--- config.mk ---
export PLATFORM = sky130hd
export DESIGN_NAME = expbus_strobe_gen
export DESIGN_NICKNAME = d
export VERILOG_FILES = /design/src/rtl/expbus_pkg.sv /design/src/rtl/expbus_window.sv /design/src/rtl/expbus_tickdly.sv /design/src/rtl/expbus_wrpulse.sv /design/src/rtl/expbus_strobe_gen.sv
export SDC_FILE = /design/constraint.sdc
export NUM_CORES = 1
export LEC_CHECK = 0
export BUFFER_PORTS_ARGS = -buffer_cell sky130_fd_sc_hd__buf_2
export CAP_MARGIN = 10
export CORE_MARGIN = 3
export CORE_UTILIZATION = 45
export CTS_BUF_LIST = sky130_fd_sc_hd__clkbuf_2
export CTS_CLUSTER_DIAMETER = 60
export DETAILED_ROUTE_END_ITERATION = 7
export PLACE_DENSITY = 0.88
export SYNTH_ARGS = -nofsm -noshare
export SYNTH_HDL_FRONTEND = slang
export SYNTH_SLANG_ARGS = --single-unit
--- constraint.sdc ---
create_clock -name clk -period 2.85 [get_ports clk]
set_input_delay 0.4275 -clock clk [delete_from_list [all_inputs] [get_ports clk]]
set_output_delay 0.4275 -clock clk [all_outputs]
set_load 0.02 [all_outputs]
--- src/rtl/expbus_pkg.sv ---
package expbus_pkg;

    localparam int ADDR_W = 24;
    localparam int N_WIN  = 4;

    // window indices
    localparam int W_ROM    = 0;
    localparam int W_RAS2   = 1;
    localparam int W_LOW    = 2;
    localparam int W_PERIPH = 3;

    localparam logic [ADDR_W-1:0] WIN_FIRST [N_WIN] = '{
        24'h400000, 24'h600000, 24'h000000, 24'hA12000
    };
    localparam logic [ADDR_W-1:0] WIN_LAST [N_WIN] = '{
        24'h5FFFFF, 24'h7FFFFF, 24'h7FFFFF, 24'hA120FF
    };

    typedef struct packed {
        logic rom_n;
        logic ras2_n;
        logic asel_n;
        logic periph_n;
        logic pwr_n;
        logic dtack_n;
        logic cas_n;
    } strobe_t;

    localparam strobe_t STROBE_IDLE = '1;

endpackage

--- src/rtl/expbus_window.sv ---
module expbus_window
    import expbus_pkg::*;
(
    input  logic [ADDR_W-1:0] addr_i,
    output logic [N_WIN-1:0]  hit_o
);

    for (genvar g = 0; g < N_WIN; g++) begin : g_win
        assign hit_o[g] = (addr_i >= WIN_FIRST[g]) && (addr_i <= WIN_LAST[g]);
    end

endmodule

--- src/rtl/expbus_tickdly.sv ---
module expbus_tickdly #(
    parameter int ACK_TICKS  = 23,
    parameter int ASEL_TICKS = 24,
    parameter int CAS_TICKS  = 39
) (
    input  logic       clk,
    input  logic       rst_n,
    input  logic       as_low_i,
    input  logic       tick_i,
    output logic [2:0] reach_o      // {cas, asel, ack} reached on next state
);

    localparam int MAX_AB = (ACK_TICKS > ASEL_TICKS) ? ACK_TICKS : ASEL_TICKS;
    localparam int MAX_T  = (MAX_AB > CAS_TICKS) ? MAX_AB : CAS_TICKS;
    localparam int CNT_W  = (MAX_T < 1) ? 1 : $clog2(MAX_T + 1);
    localparam int DLY [3] = '{ACK_TICKS, ASEL_TICKS, CAS_TICKS};

    typedef struct packed {
        logic             run;
        logic [CNT_W-1:0] cnt;
    } tst_t;

    tst_t st_d, st_q;

    always_comb begin
        st_d = st_q;
        if (!as_low_i) begin
            st_d.run = 1'b0;
            st_d.cnt = '0;
        end else if (!st_q.run) begin
            st_d.run = 1'b1;
            st_d.cnt = '0;
        end else if (tick_i && (int'(st_q.cnt) < MAX_T)) begin
            st_d.cnt = st_q.cnt + 1'b1;
        end
    end

    for (genvar g = 0; g < 3; g++) begin : g_reach
        assign reach_o[g] = as_low_i && (int'(st_d.cnt) >= DLY[g]);
    end

    always_ff @(posedge clk) begin
        if (!rst_n) st_q <= '0;
        else        st_q <= st_d;
    end

endmodule

--- src/rtl/expbus_wrpulse.sv ---
module expbus_wrpulse (
    input  logic clk,
    input  logic rst_n,
    input  logic as_low_i,
    input  logic wr_low_i,
    input  logic hit_i,
    input  logic cpu_clk_i,
    output logic pulse_next_o
);

    typedef struct packed {
        logic wr_prev;
        logic cpu_prev;
        logic lvl;
        logic busy;
    } pst_t;

    pst_t st_d, st_q;

    always_comb begin
        st_d          = st_q;
        st_d.wr_prev  = wr_low_i;
        st_d.cpu_prev = cpu_clk_i;
        if (!as_low_i) begin
            st_d.busy = 1'b0;
        end else if (wr_low_i && !st_q.wr_prev && hit_i) begin
            st_d.busy = 1'b1;
            st_d.lvl  = cpu_clk_i;
        end else if (st_q.busy && (cpu_clk_i == st_q.lvl) && (st_q.cpu_prev != st_q.lvl)) begin
            st_d.busy = 1'b0;
        end
    end

    assign pulse_next_o = st_d.busy && hit_i && as_low_i;

    always_ff @(posedge clk) begin
        if (!rst_n) st_q <= '0;
        else        st_q <= st_d;
    end

endmodule

--- src/rtl/expbus_strobe_gen.sv ---
module expbus_strobe_gen
    import expbus_pkg::*;
#(
    parameter int ACK_TICKS  = 23,
    parameter int ASEL_TICKS = 24,
    parameter int CAS_TICKS  = 39
) (
    input  logic              clk,
    input  logic              rst_n,
    input  logic              tick_i,
    input  logic              cpu_clk_i,
    input  logic [ADDR_W-1:0] addr_i,
    input  logic              as_n_i,
    input  logic              uwr_n_i,
    input  logic              lwr_n_i,
    output logic              rom_sel_n_o,
    output logic              ras2_sel_n_o,
    output logic              asel_n_o,
    output logic              periph_sel_n_o,
    output logic              periph_wr_n_o,
    output logic              dtack_n_o,
    output logic              cas_n_o
);

    logic [N_WIN-1:0] hit;
    logic [2:0]       reach;
    logic             pulse_next;
    logic             as_low, wr_low, any_hit;
    strobe_t          out_d, out_q;

    assign as_low  = !as_n_i;
    assign wr_low  = !(uwr_n_i && lwr_n_i);
    assign any_hit = |hit;

    expbus_window u_win (
        .addr_i (addr_i),
        .hit_o  (hit)
    );

    expbus_tickdly #(
        .ACK_TICKS  (ACK_TICKS),
        .ASEL_TICKS (ASEL_TICKS),
        .CAS_TICKS  (CAS_TICKS)
    ) u_dly (
        .clk      (clk),
        .rst_n    (rst_n),
        .as_low_i (as_low),
        .tick_i   (tick_i),
        .reach_o  (reach)
    );

    expbus_wrpulse u_wr (
        .clk          (clk),
        .rst_n        (rst_n),
        .as_low_i     (as_low),
        .wr_low_i     (wr_low),
        .hit_i        (hit[W_PERIPH]),
        .cpu_clk_i    (cpu_clk_i),
        .pulse_next_o (pulse_next)
    );

    always_comb begin
        out_d          = STROBE_IDLE;
        out_d.rom_n    = !(as_low && hit[W_ROM]);
        out_d.ras2_n   = !(as_low && hit[W_RAS2]);
        out_d.periph_n = !(as_low && hit[W_PERIPH]);
        out_d.asel_n   = !(hit[W_LOW] && reach[1]);
        out_d.dtack_n  = !(any_hit && reach[0]);
        out_d.cas_n    = !(hit[W_LOW] && reach[2]);
        out_d.pwr_n    = !pulse_next;
    end

    always_ff @(posedge clk) begin
        if (!rst_n) out_q <= STROBE_IDLE;
        else        out_q <= out_d;
    end

    assign rom_sel_n_o    = out_q.rom_n;
    assign ras2_sel_n_o   = out_q.ras2_n;
    assign asel_n_o       = out_q.asel_n;
    assign periph_sel_n_o = out_q.periph_n;
    assign periph_wr_n_o  = out_q.pwr_n;
    assign dtack_n_o      = out_q.dtack_n;
    assign cas_n_o        = out_q.cas_n;

endmodule

# After elaboration in Yosys (flattened, before gate mapping)
# Cells that the tools add are included.
[totals] register_bits=18 in_bits=31 wordCells=67
[op_classes] add_sub_neg=1 order_cmp=11 n_eq_ne=2 muxes=6 bitwise=1 n_reduce_logical=33
[op_table] operator="24-bit by 23-bit greater-or-equal comparator with 1-bit output (second input constant)" count=2
[op_table] operator="24-bit by 23-bit less-or-equal comparator with 1-bit output (second input constant)" count=2
[op_table] operator="24-bit by 1-bit greater-or-equal comparator with 1-bit output (second input constant)" count=1
[op_table] operator="24-bit greater-or-equal comparator (second input constant)" count=1
[op_table] operator="24-bit less-or-equal comparator (second input constant)" count=1
[op_table] operator="1-bit logical AND" count=21
[op_table] operator="6-bit by 5-bit greater-or-equal comparator with 1-bit output (second input constant)" count=2
[op_table] operator="6-bit 2-to-1 mux" count=2
[op_table] operator="1-bit zero test" count=10
[op_table] operator="7-bit 2-to-1 mux" count=1
[op_table] operator="6-bit by 1-bit adder with 6-bit output (second input constant)" count=1
[op_table] operator="6-bit greater-or-equal comparator (second input constant)" count=1
[op_table] operator="6-bit < comparator (second input constant)" count=1
[op_table] operator="4-bit OR reduction" count=1
[op_table] operator="1-bit 2-to-1 mux" count=3
[op_table] operator="2-bit AND reduction" count=1
[op_table] operator="1-bit == test" count=1
[op_table] operator="1-bit != test" count=1
[op_table] operator="1-bit inverter" count=1

# Longest topological paths before layout
# Gate-level depths: netlist (run 1).
[logic_depth] ltp_word=9 mapped_depth=6 depth_no_buf=6

# Modules after synthesis
# Synthesis (run 1) repeated with hierarchy kept, for this count alone.
[unflattened] cells_unflattened=92 hier_area_um2=840.8
[by_module_without_submodules] module="expbus_tickdly" n_inst=1 cells_each=49 area_per_inst_um2=410.4 seq_area_each_um2=140.1
[by_module_without_submodules] module="expbus_strobe_gen" n_inst=1 cells_each=18 area_per_inst_um2=191.4 seq_area_each_um2=140.1
[by_module_without_submodules] module="expbus_wrpulse" n_inst=1 cells_each=17 area_per_inst_um2=162.7 seq_area_each_um2=80.1
[by_module_without_submodules] module="expbus_window" n_inst=1 cells_each=8 area_per_inst_um2=76.3 seq_area_each_um2=0.0

# Least setup slack after synthesis (run 1)
# Ideal clock, no wire load.
[synth_timing] path_kind="register to register" from="register u_dly.st_q[0] (netlist name)" to="register out_q, in the netlist cas_n_o" setup_ns=0.124 arrival_time_ns=2.223 t_required_ns=2.726 setup_slack_ns=0.502 path_stages_with_launch=7 path_buffers=0 synth_period_minus_slack_ns=2.348 path_cell_list="dfxtp_1 > ha_1 > a211o_1 > a211o_1 > a2111o_1 > mux2_2 > a2111o_1"
[synth_via] elab_chain_len=9 elab_cells_between_ends=10
[synth_lines] item="start, declared" line="expbus_tickdly.sv:23" text="tst_t st_d, st_q;"
[synth_lines] item="start signal, assigned" line="expbus_tickdly.sv:44" text="else st_q <= st_d;"
[synth_lines] item="6-bit < comparator" line="expbus_tickdly.sv:33" text="end else if (tick_i && (int'(st_q.cnt) < MAX_T)) begin"
[synth_lines] item="1-bit logical AND" line="expbus_tickdly.sv:33"
[synth_lines] item="6-bit 2-to-1 mux (*)" line="expbus_tickdly.sv:33"
[synth_lines] item="6-bit 2-to-1 mux (*)" line="expbus_tickdly.sv:30" text="end else if (!st_q.run) begin"
[synth_lines] item="7-bit 2-to-1 mux (*)" line="expbus_tickdly.sv:27" text="if (!as_low_i) begin"
[synth_lines] item="6-bit greater-or-equal comparator (*)" line="expbus_tickdly.sv:39" text="assign reach_o[g] = as_low_i && (int'(st_d.cnt) >= DLY[g]);"
[synth_lines] item="1-bit logical AND (*)" line="expbus_tickdly.sv:39"
[synth_lines] item="1-bit logical AND (*)" line="expbus_strobe_gen.sv:69" text="out_d.cas_n = !(hit[W_LOW] && reach[2]);"
[synth_lines] item="1-bit zero test (*)" line="expbus_strobe_gen.sv:69"
[synth_lines] item="end signal, assigned" line="expbus_strobe_gen.sv:75" text="else out_q <= out_d;"
[synth_lines] item="end, declared" line="expbus_strobe_gen.sv:29" text="strobe_t out_d, out_q;"
# Mark *: on every way between the ends. The rest lies on a longest branch, timed or not.
# A chain may end at the register's enable or synchronous reset.

# Final worst setup path (run 1)
# Ends and elaborated chain as after synthesis.

==> results of run 1 <==
==> synth_stat cells (2+ instances only) <==
| library cell | instances | share of area |
|---|---|---|
| sky130_fd_sc_hd__dfxtp_1 | 18 | 0.47 |
| sky130_fd_sc_hd__nor2_1 | 15 | 0.073 |
| sky130_fd_sc_hd__a21oi_1 | 5 | 0.033 |
| sky130_fd_sc_hd__nand2_1 | 5 | 0.024 |
| sky130_fd_sc_hd__inv_1 | 4 | 0.020 |
| sky130_fd_sc_hd__a2111o_1 | 2 | 0.029 |
| sky130_fd_sc_hd__a211o_1 | 2 | 0.023 |
| sky130_fd_sc_hd__a31oi_1 | 2 | 0.016 |
| sky130_fd_sc_hd__a41oi_1 | 2 | 0.023 |
| sky130_fd_sc_hd__and4b_2 | 2 | 0.029 |
| sky130_fd_sc_hd__mux2i_1 | 2 | 0.026 |
| sky130_fd_sc_hd__nand2b_1 | 2 | 0.016 |
| sky130_fd_sc_hd__nand4_1 | 2 | 0.016 |
| sky130_fd_sc_hd__nor3_1 | 2 | 0.013 |
| sky130_fd_sc_hd__nor4_1 | 2 | 0.016 |
| sky130_fd_sc_hd__o21ai_0 | 2 | 0.013 |
==> cell families (layout without fill, tap and decap cells) <==
family,Yosys count,count (layout)
AOI/OAI and AO/OA,18,18
xor gates and xnor gates,2,2
adders and majority gates,1,1
buffers and inverters,4,36
DFF,18,18
muxes,3,3
and+or+nand+nor,38,38
==> metal layers <==
layer  vias up  GRT usage  routed length (um)
met5         -          0                   0
met4         0     0.0994                  32
met3         3     0.0230                  96
met2        32      0.267                 827
met1       340      0.189                 676
li1        378          -                   -
==> path summary, 6_finish.rpt <==
check | startpoint | slack [ns] | end | cells past startpoint
worst max register to register | u_dly.st_q[0] | 0.35 | cas_n_o | 6
worst max-delay path | u_dly.st_q[0] | 0.35 | cas_n_o | 6
worst min-delay path | lwr_n_i | 0.30 | u_wr.st_q[3] | 2
worst min register to register | u_wr.st_q[0] | 0.51 | u_wr.st_q[0] | 2
==> per-stage QoR <==
stage	worst slack [ns]	hold WS [ns]	power [W]	cells
after CTS	0.353	0.282	0.000396	132
final	0.345	0.295	0.000391	132
after global placement	0.398	0.457	0.000293	129
after global routing	0.253	0.275	0.000406	132
after floorplan	0.502	0.440	0.000273	84
after detailed placement	0.389	0.476	0.000294	129
==> state kept, by name, summed over array words and instances (netlist names) <==
register	count
dtack_n_o	1
u_dly.st_q	7
periph_sel_n_o	1
ras2_sel_n_o	1
periph_wr_n_o	1
asel_n_o	1
rom_sel_n_o	1
cas_n_o	1
u_wr.st_q	4
==> report_power, final <==
group	internal [W]	switching, W
combinational	0.0000170	0.0000153
clock	0.0000287	0.0000736
sequential	0.000255	0.00000139
==> area by class of cell <==
cell class              instances  area share
clock buffers                   3      0.0158
inverters                       4      0.0158
multi-input cells              62       0.415
flip-flops and latches         18       0.379
well taps                      16      0.0211
repair buffers                 29       0.153
==> worst register-to-register path: stages, from the launching register on <==
cell and delay, ns:
sky130_fd_sc_hd__dfxtp_1 0.41, sky130_fd_sc_hd__ha_1 0.28, sky130_fd_sc_hd__a211o_1 0.32, sky130_fd_sc_hd__a211o_1 0.32, sky130_fd_sc_hd__a2111o_1 0.42, sky130_fd_sc_hd__mux2_2 0.27
sky130_fd_sc_hd__a2111o_1 0.40
==> results.sh, run 1 <==
export IMPL_run_status="finished, final reports clean"
export IMPL_synth_area_in_compound_gates=0.164
export IMPL_clock_sink_count=18
export IMPL_synthDistinctLibCells=31
export IMPL_crit_family="compound AO/OA/AOI/OAI gates"
export IMPL_layout_min_cycle_time_ns=2.50
export IMPL_postCtsResizedCells=0
export IMPL_tns_ns=0
export IMPL_placementRows=14
export IMPL_drt_iter0_markers=19
export IMPL_cts_htree_levels=1
export IMPL_seq_total_area_yosys=0.468
export IMPL_dieWidth_um=47.4
export IMPL_grt_antenna_before_repair=0
export IMPL_final_setup_viol_count=0
export IMPL_min_path_type="in2reg"
export IMPL_dieArea_um2=2240
export IMPL_post_synth_inst_count=84
export IMPL_fin_skew_ns=0.00429
export IMPL_most_common_cell_after_layout_fill_and_taps_aside="sky130_fd_sc_hd__buf_2"
export IMPL_power_density_nw_per_um2=412
export IMPL_diodes=0
export IMPL_most_common_layout_cells="sky130_fd_sc_hd__buf_2, sky130_fd_sc_hd__dfxtp_1, sky130_fd_sc_hd__nor2_1, sky130_fd_sc_hd__a21oi_1, sky130_fd_sc_hd__nand2_1"
export IMPL_async_reset_ff_frac=0
export IMPL_hold_violations=0
export IMPL_worst_setup_hold_path_clk_slew_ns=0.15
export IMPL_place_detailed_hpwl_um=1300
export IMPL_grt_pass1_vias=656
export IMPL_synth_mux_area_frac=0.0407
export IMPL_globalRoute_totalOverflow=0
export IMPL_core_um2=1560
export IMPL_final_core_density=0.609
export IMPL_highest_clock_rate_mhz=399
export IMPL_drv_max_cap_violation_count=0
export IMPL_antenna_violating_nets_left=0
export IMPL_synth_simple_gate_area_frac=0.268
export IMPL_synth_edf_count=0
export IMPL_irDropWorstVdd_mv=0.223
export IMPL_final_fill_count=129
export IMPL_final_max_slew_violation_count=0
export IMPL_top_level_ports=38
export IMPL_drtPass1Iterations=4
export IMPL_io_buf_count=29
export IMPL_grt_setup_unrepaired="false"
export IMPL_drt_total_wl_um=1630
export IMPL_drc=0
export IMPL_nets=150
export IMPL_grt_start_max_net_pins=10
export IMPL_layout_drive_gt1_share=0.310
export IMPL_multi_input_area_um2=394
export IMPL_critPathSlowestCell="sky130_fd_sc_hd__a2111o_1"
export IMPL_tritoncts_clock_tree="done"
export IMPL_synth_yosys_warnings=0
export IMPL_initial_utilization=0.494
export IMPL_global_route_wire_length_before_repair_um=2570
export IMPL_synth_flop_cell="sky130_fd_sc_hd__dfxtp_1"
export IMPL_post_cts_setup_buffers=0
export IMPL_timing_critical_path_arrival_ns=2.71
export IMPL_worst_setup_path_end_kind="flip-flop"
export IMPL_syn_nets=116
export IMPL_critical_path_buf_inv_count=0
export IMPL_clk_lat_worst_skew_ns=0.30
export IMPL_layout_worst_path_cycle_share=0.879
export IMPL_parity_gate_share_of_the_synthesized_area_counting_xor_and_xnor_cells=0.0228
export IMPL_crit_type="reg2reg"
export IMPL_clk_root_buffer_cell="sky130_fd_sc_hd__clkbuf_2"
export IMPL_gp_congestion=0.778
export IMPL_cts_buffer_depth=2
export IMPL_viasPerCell=5.70
export IMPL_postSynthRegisterBits=18
export IMPL_dieHeight_um=47.4
export IMPL_crit_path_cell_trace="ha_1 > a211o_1 > a211o_1 > a2111o_1 > mux2_2 > a2111o_1"
export IMPL_worst_path_largest_cell_delay_ns=0.42
export IMPL_placed_area_um2=935
export IMPL_synthToLayoutAreaGrowth_pct=23.4
export IMPL_power_leakage_nw=0.397
export IMPL_postLayoutCellArea_um2=950
export IMPL_critical_path_peak_fanout=7
export IMPL_wl_per_cell_um=12.4
export IMPL_layout_area_seq_um2=360
export IMPL_detailroute_via_count=753
export IMPL_gr_usage_all_layers=0.160
export IMPL_synth_top_family_by_area="simple AND/OR/NAND/NOR gates"
export IMPL_synthAdderAreaFrac=0.0163
export IMPL_crit_required_ns=3.05
export IMPL_synthesis_area_per_instance_um2=9.16
export IMPL_cts_hold_buf=0
export IMPL_worst_slew_pin_transition_ns=0.387
export IMPL_netlist_area_um2=769
export IMPL_cts_made_buffers=3
export IMPL_worstSetupStartpointType="flip-flop"
export IMPL_slew_limit_headroom=0.741
Note: power is estimated with default switching activity, not from simulation.
==> run 2, diff against run 1 <==
--- a/config.mk
+++ b/config.mk
@@ -12,7 +12,8 @@
 export CTS_BUF_LIST = sky130_fd_sc_hd__clkbuf_2
 export CTS_CLUSTER_DIAMETER = 60
 export DETAILED_ROUTE_END_ITERATION = 7
-export PLACE_DENSITY = 0.88
+export PLACE_DENSITY = 0.77
 export SYNTH_ARGS = -nofsm -noshare
 export SYNTH_HDL_FRONTEND = slang
+export SYNTH_HIERARCHICAL = 1
 export SYNTH_SLANG_ARGS = --single-unit
==> results.sh, run 2 <==
export IMPL_cts_htree_levels=1
export IMPL_dieWidth_um=49.2
export IMPL_worst_path_largest_cell_delay_ns=0.51
export IMPL_timing_critical_path_arrival_ns=2.15
export IMPL_power_density_nw_per_um2=391
export IMPL_worst_slew_pin_transition_ns=0.316
export IMPL_async_reset_ff_frac=0
export IMPL_run_status="finished, final reports clean"
export IMPL_postLayoutCellArea_um2=1030
export IMPL_worstSetupStartpointType="flip-flop"
export IMPL_synthTopCellsByCount="sky130_fd_sc_hd__dfxtp_1, sky130_fd_sc_hd__nand2_1, sky130_fd_sc_hd__inv_1, sky130_fd_sc_hd__nor2_1, sky130_fd_sc_hd__nand3_1"
export IMPL_globalRoute_totalOverflow=0
export IMPL_final_setup_viol_count=0
export IMPL_dieArea_um2=2420
export IMPL_final_core_density=0.635
export IMPL_post_synth_inst_count=92
export IMPL_post_cts_setup_buffers=0
export IMPL_hold_violations=0
export IMPL_clock_sink_count=18
export IMPL_min_from="as_n_i"
export IMPL_postSynthRegisterBits=18
export IMPL_drt_iter0_markers=18
export IMPL_fin_skew_ns=0.00125
export IMPL_r2r_path_start="u_dly/st_q[0]"
export IMPL_yosys_area_top_type="sky130_fd_sc_hd__dfxtp_1"
export IMPL_detailroute_via_count=788
export IMPL_synthToLayoutAreaGrowth_pct=23.1
export IMPL_cts_made_buffers=3
export IMPL_top_register="u_dly/st_q"
export IMPL_synth_yosys_warnings=6
export IMPL_grt_pass1_vias=762
export IMPL_io_buf_count=29
export IMPL_reg2reg_slack_ns=0.91
export IMPL_yosys_top_cells_area="sky130_fd_sc_hd__dfxtp_1, sky130_fd_sc_hd__nand2_1, sky130_fd_sc_hd__nor4b_2"
export IMPL_critPathSlowestCell="sky130_fd_sc_hd__dfxtp_1"
export IMPL_critical_path_buf_inv_count=1
export IMPL_crit_type="reg2reg"
export IMPL_worst_setup_hold_path_clk_slew_ns=0.17
export IMPL_dieHeight_um=49.2
export IMPL_r2r_end="cas_n_o"
export IMPL_drtPass1Iterations=4
export IMPL_highest_clock_rate_mhz=516
export IMPL_grt_antenna_before_repair=0
export IMPL_tritoncts_clock_tree="done"
export IMPL_dp_cells=145
export IMPL_diodes=0
export IMPL_most_common_layout_cells="sky130_fd_sc_hd__buf_2, sky130_fd_sc_hd__dfxtp_1, sky130_fd_sc_hd__nand2_1, sky130_fd_sc_hd__inv_1, sky130_fd_sc_hd__nor2_1"
export IMPL_placementRows=14
export IMPL_synthDistinctLibCells=34
export IMPL_min_path_type="in2reg"
export IMPL_layout_min_cycle_time_ns=1.94
export IMPL_largest_registers="u_dly/st_q (7), u_wr/st_q (4)"
export IMPL_netlist_area_um2=841
export IMPL_clk_lat_worst_skew_ns=0.30
export IMPL_finish_cell_count_without_fillers=149
export IMPL_irDropWorstVdd_mv=0.312
export IMPL_critical_path_depth=7
export IMPL_gr_usage_all_layers=0.173
export IMPL_layout_area_seq_um2=360
export IMPL_cts_hold_buf=0
export IMPL_grt_setup_unrepaired="false"
export IMPL_multi_input_area_um2=454
export IMPL_initial_utilization=0.516
export IMPL_seq_total_area_yosys=0.429
export IMPL_final_max_slew_violation_count=0
export IMPL_core_um2=1630
export IMPL_wl_per_cell_um=13.0
export IMPL_power_leakage_nw=0.430
export IMPL_drt_total_wl_um=1930
export IMPL_number_of_flip_flops_in_the_largest_register=7
export IMPL_clk_root_buffer_cell="sky130_fd_sc_hd__clkbuf_2"
export IMPL_slew_limit_headroom=0.788
export IMPL_layout_drive_gt1_share=0.328
export IMPL_min_delay_path_depth=3
export IMPL_crit_path_cell_trace="ha_1 > inv_1 > or3_1 > a211oi_2 > a21boi_2 > a21oi_2 > nand3_1"
export IMPL_place_detailed_hpwl_um=1460
export IMPL_drv_max_cap_violation_count=0
export IMPL_worst_setup_path_end_kind="flip-flop"
export IMPL_synth_most_common_cell="sky130_fd_sc_hd__dfxtp_1"
export IMPL_hold_end="periph_sel_n_o"
export IMPL_antenna_violating_nets_left=0
export IMPL_placed_area_um2=1020
export IMPL_synth_edf_count=0
export IMPL_top_level_ports=38
export IMPL_nets=158
export IMPL_yosysTopAreaCellShare=0.429
export IMPL_grt_start_max_net_pins=13
export IMPL_postCtsResizedCells=0
export IMPL_viasPerCell=5.29
export IMPL_cts_buffer_depth=2
export IMPL_gp_congestion=0.808
export IMPL_synthesis_area_per_instance_um2=9.14
export IMPL_most_common_cell_after_layout_fill_and_taps_aside="sky130_fd_sc_hd__buf_2"
export IMPL_syn_nets=124
export IMPL_crit_required_ns=3.06
export IMPL_final_fill_count=155
export IMPL_layout_worst_path_cycle_share=0.681
export IMPL_synth_flop_cell="sky130_fd_sc_hd__dfxtp_1"
export IMPL_tns_ns=0
export IMPL_drc=0
export IMPL_crit_family="flip-flops"
export IMPL_design_power_total_w=0.000405
export IMPL_critical_path_peak_fanout=8
export IMPL_global_route_wire_length_before_repair_um=3260
export IMPL_reg2reg_depth=7
==> run 2: changes by cell type after synthesis, sizes merged, moves of 3 or more <==
| cell | change |
|---|---|
| nor2 | -8 |
| nand2 | +4 |
| nand3 | +4 |
| o21ai | +4 |
| a21oi | -3 |
| and2 | +3 |
| and4b | -3 |
| inv | +3 |
| nor2b | +3 |
==> run 2: kinds of logic after synthesis <==
group,synth area share
AO/OA/AOI/OAI,0.135
adder cells (fa/ha/maj),0.0149
buffers and inverters,0.0313
XOR/XNOR,0.0313
AND/OR/NAND/NOR,0.329
multiplexers,0.0298
flip-flops,0.429
==> run 2: worst max-delay path by stage <==
stage                        from       to  slack, ns
finish              u_dly/st_q[0]  cas_n_o       0.91
global route        u_dly/st_q[0]  cas_n_o       0.76
CTS                 u_dly/st_q[0]  cas_n_o       0.94
detailed placement  u_dly/st_q[0]  cas_n_o       0.97
global placement    u_dly/st_q[0]  cas_n_o       1.00
floorplan           u_dly/st_q[0]  cas_n_o       1.16
==> run 2: cell type report <==
cell class	count	share of cell area
clock buffer	3	0.0145
multi-input combinational	67	0.439
clock inverter	1	0.00363
tap	24	0.0290
sequential	18	0.348
timing repair buffer	29	0.140
inverter	7	0.0254
==> run 2: routing by layer <==
layer | GRT usage | vias to the layer above | share of wire
li1 | - | 393 | -
met2 | 0.301 | 30 | 0.52
met4 | 0.0616 | 0 | 0.010
met3 | 0.0642 | 4 | 0.062
met1 | 0.189 | 361 | 0.41
met5 | 0 | - | 0
==> run 2: power breakdown <==
part	internal [W]	total (W)	switching, W
sequential	0.000255	0.000257	0.00000152
combinational	0.0000192	0.0000372	0.0000179
clock	0.0000305	0.000111	0.0000803
==> run 2: per-stage QoR <==
stage	setup slack [ns]	hold WS (ns)
6_report	0.911	0.338
5_1_grt	0.762	0.339
4_1_cts	0.944	0.324
3_5_place_dp	0.969	0.473
3_3_place_gp	1.00	0.468
2_1_floorplan	1.16	0.447
==> run 2: worst reg2reg max path, stage by stage (launching register included) <==
cell                       delay (ns)
sky130_fd_sc_hd__dfxtp_1         0.51
sky130_fd_sc_hd__ha_1            0.29
sky130_fd_sc_hd__inv_1           0.09
sky130_fd_sc_hd__or3_1           0.36
sky130_fd_sc_hd__a211oi_2        0.27
sky130_fd_sc_hd__a21boi_2        0.10
sky130_fd_sc_hd__a21oi_2         0.14
sky130_fd_sc_hd__nand3_1         0.08
==> run 3, diff against run 2 <==
==> constraint.sdc (replaced) <==
create_clock -name clk -period 1.8 [get_ports clk]
set_input_delay 0.27 -clock clk [delete_from_list [all_inputs] [get_ports clk]]
set_output_delay 0.27 -clock clk [all_outputs]
set_load 0.02 [all_outputs]
==> results.sh, run 3 (synthesis gave the netlist of run 2 again) <==
export IMPL_clk_lat_worst_skew_ns=0.29
export IMPL_timing_critical_path_arrival_ns=1.93
export IMPL_drt_total_wl_um=1910
export IMPL_place_detailed_hpwl_um=1520
export IMPL_clk_root_buffer_cell="sky130_fd_sc_hd__clkbuf_2"
export IMPL_worst_path_largest_cell_delay_ns=0.36
export IMPL_dieWidth_um=49.2
export IMPL_irDropWorstVdd_mv=0.370
export IMPL_hold_violations=0
export IMPL_wl_per_cell_um=12.8
export IMPL_cts_hold_buf=0
export IMPL_nets=159
export IMPL_globalRoute_totalOverflow=0
export IMPL_tns_ns=0
export IMPL_power_leakage_nw=0.432
export IMPL_viasPerCell=5.15
export IMPL_worst_slew_pin_transition_ns=0.311
export IMPL_gp_congestion=0.829
export IMPL_critical_path_peak_fanout=5
export IMPL_top_level_ports=38
export IMPL_power_density_nw_per_um2=597
export IMPL_layout_drive_gt1_share=0.360
export IMPL_number_of_flip_flops_in_the_largest_register=7
export IMPL_diodes=0
export IMPL_synthToLayoutAreaGrowth_pct=24.4
export IMPL_final_core_density=0.642
export IMPL_min_path_type="in2reg"
export IMPL_highest_clock_rate_mhz=595
export IMPL_worst_setup_path_end_kind="flip-flop"
export IMPL_dieHeight_um=49.2
export IMPL_most_common_layout_cells="sky130_fd_sc_hd__buf_2, sky130_fd_sc_hd__dfxtp_1, sky130_fd_sc_hd__nand2_1, sky130_fd_sc_hd__inv_1, sky130_fd_sc_hd__nor2_1"
export IMPL_crit_path_cell_trace="ha_2 > a211oi_1 > o21ai_2 > mux2_4 > a21boi_2 > a21oi_2 > nand3_1"
export IMPL_postCtsResizedCells=0
export IMPL_final_setup_viol_count=0
export IMPL_hold_ws_ns=0.204
export IMPL_cts_htree_levels=1
export IMPL_core_um2=1630
export IMPL_global_route_wire_length_before_repair_um=3320
export IMPL_crit_required_ns=2.05
export IMPL_crit_type="reg2reg"
export IMPL_top_register="u_dly/st_q"
export IMPL_io_buf_count=29
export IMPL_slew_limit_headroom=0.791
export IMPL_crit_path_start="u_dly/st_q[1]"
export IMPL_final_max_slew_violation_count=0
export IMPL_cts_buffer_depth=2
export IMPL_critical_path_buf_inv_count=0
export IMPL_most_common_cell_after_layout_fill_and_taps_aside="sky130_fd_sc_hd__buf_2"
export IMPL_grt_start_max_net_pins=13
export IMPL_clock_sink_count=18
export IMPL_layout_worst_path_cycle_share=0.934
export IMPL_worstSetupStartpointType="flip-flop"
export IMPL_drc=0
export IMPL_crit_family="compound AO/OA/AOI/OAI gates"
export IMPL_initial_utilization=0.516
export IMPL_dieArea_um2=2420
export IMPL_drv_max_cap_violation_count=0
export IMPL_min_from="as_n_i"
export IMPL_gr_usage_all_layers=0.174
export IMPL_tritoncts_clock_tree="done"
export IMPL_grt_pass1_vias=815
export IMPL_layout_min_cycle_time_ns=1.68
export IMPL_r2r_path_start="u_dly/st_q[1]"
export IMPL_run_status="finished, final reports clean"
export IMPL_placementRows=14
export IMPL_post_cts_setup_buffers=0
export IMPL_drtPass1Iterations=4
export IMPL_largest_registers="u_dly/st_q (7), u_wr/st_q (4)"
export IMPL_grt_antenna_before_repair=0
export IMPL_detailroute_via_count=768
export IMPL_fin_skew_ns=0.0173
export IMPL_drt_iter0_markers=4
export IMPL_worst_setup_hold_path_clk_slew_ns=0.17
export IMPL_cts_made_buffers=3
export IMPL_critPathSlowestCell="sky130_fd_sc_hd__dfxtp_2"
export IMPL_grt_setup_unrepaired="false"
export IMPL_antenna_violating_nets_left=0
[run 3: through the flow]
step                power (W)  instances  instance area, um^2  setup WS (ns)
detailed placement   0.000474        146                 1020         0.0737
floorplan            0.000437         92                  841          0.108
CTS                  0.000630        149                 1040         0.0530
global route         0.000655        149                 1050         0.0156
global placement     0.000470        146                 1020          0.113
finish               0.000625        149                 1050          0.118
[run 3: worst register-to-register path, stage by stage, from the launching register on]
cell and delay, ns:
sky130_fd_sc_hd__dfxtp_2 0.36, sky130_fd_sc_hd__ha_2 0.20, sky130_fd_sc_hd__a211oi_1 0.32, sky130_fd_sc_hd__o21ai_2 0.12
sky130_fd_sc_hd__mux2_4 0.33, sky130_fd_sc_hd__a21boi_2 0.18, sky130_fd_sc_hd__a21oi_2 0.07, sky130_fd_sc_hd__nand3_1 0.09
[run 3: layout make-up]
| cell class | count | area, um^2 |
|---|---|---|
| Fill cell | 150 | 583 |
| Multi-Input combinational cell | 67 | 460 |
| Sequential cell | 18 | 362 |
| Timing Repair Buffer | 30 | 153 |
| Tap cell | 24 | 30.0 |
| Clock buffer | 3 | 15.0 |
| Inverter | 7 | 26.3 |
[run 3: layer usage]
| layer | GRT usage | vias to the layer above | part of all wire |
|---|---|---|---|
| met4 | 0.0616 | 0 | 0.0037 |
| met5 | 0 | - | 0 |
| met3 | 0.0459 | 2 | 0.028 |
| met1 | 0.168 | 359 | 0.41 |
| met2 | 0.344 | 13 | 0.55 |
| li1 | - | 394 | - |
[run 3: path summary, 6_finish.rpt]
| check | endpoint | cells after the start | slack, ns |
|---|---|---|---|
| worst min register to register | u_wr/st_q[0] | 2 | 0.50 |
| worst min-delay path | ras2_sel_n_o | 3 | 0.20 |
| worst max-delay path | cas_n_o | 7 | 0.12 |
| worst max register to register | cas_n_o | 7 | 0.12 |
[run 3: report_power, final]
group | switching (W) | internal [W]
registers | 0.00000131 | 0.000404
clock network | 0.000114 | 0.0000455
logic | 0.0000296 | 0.0000312
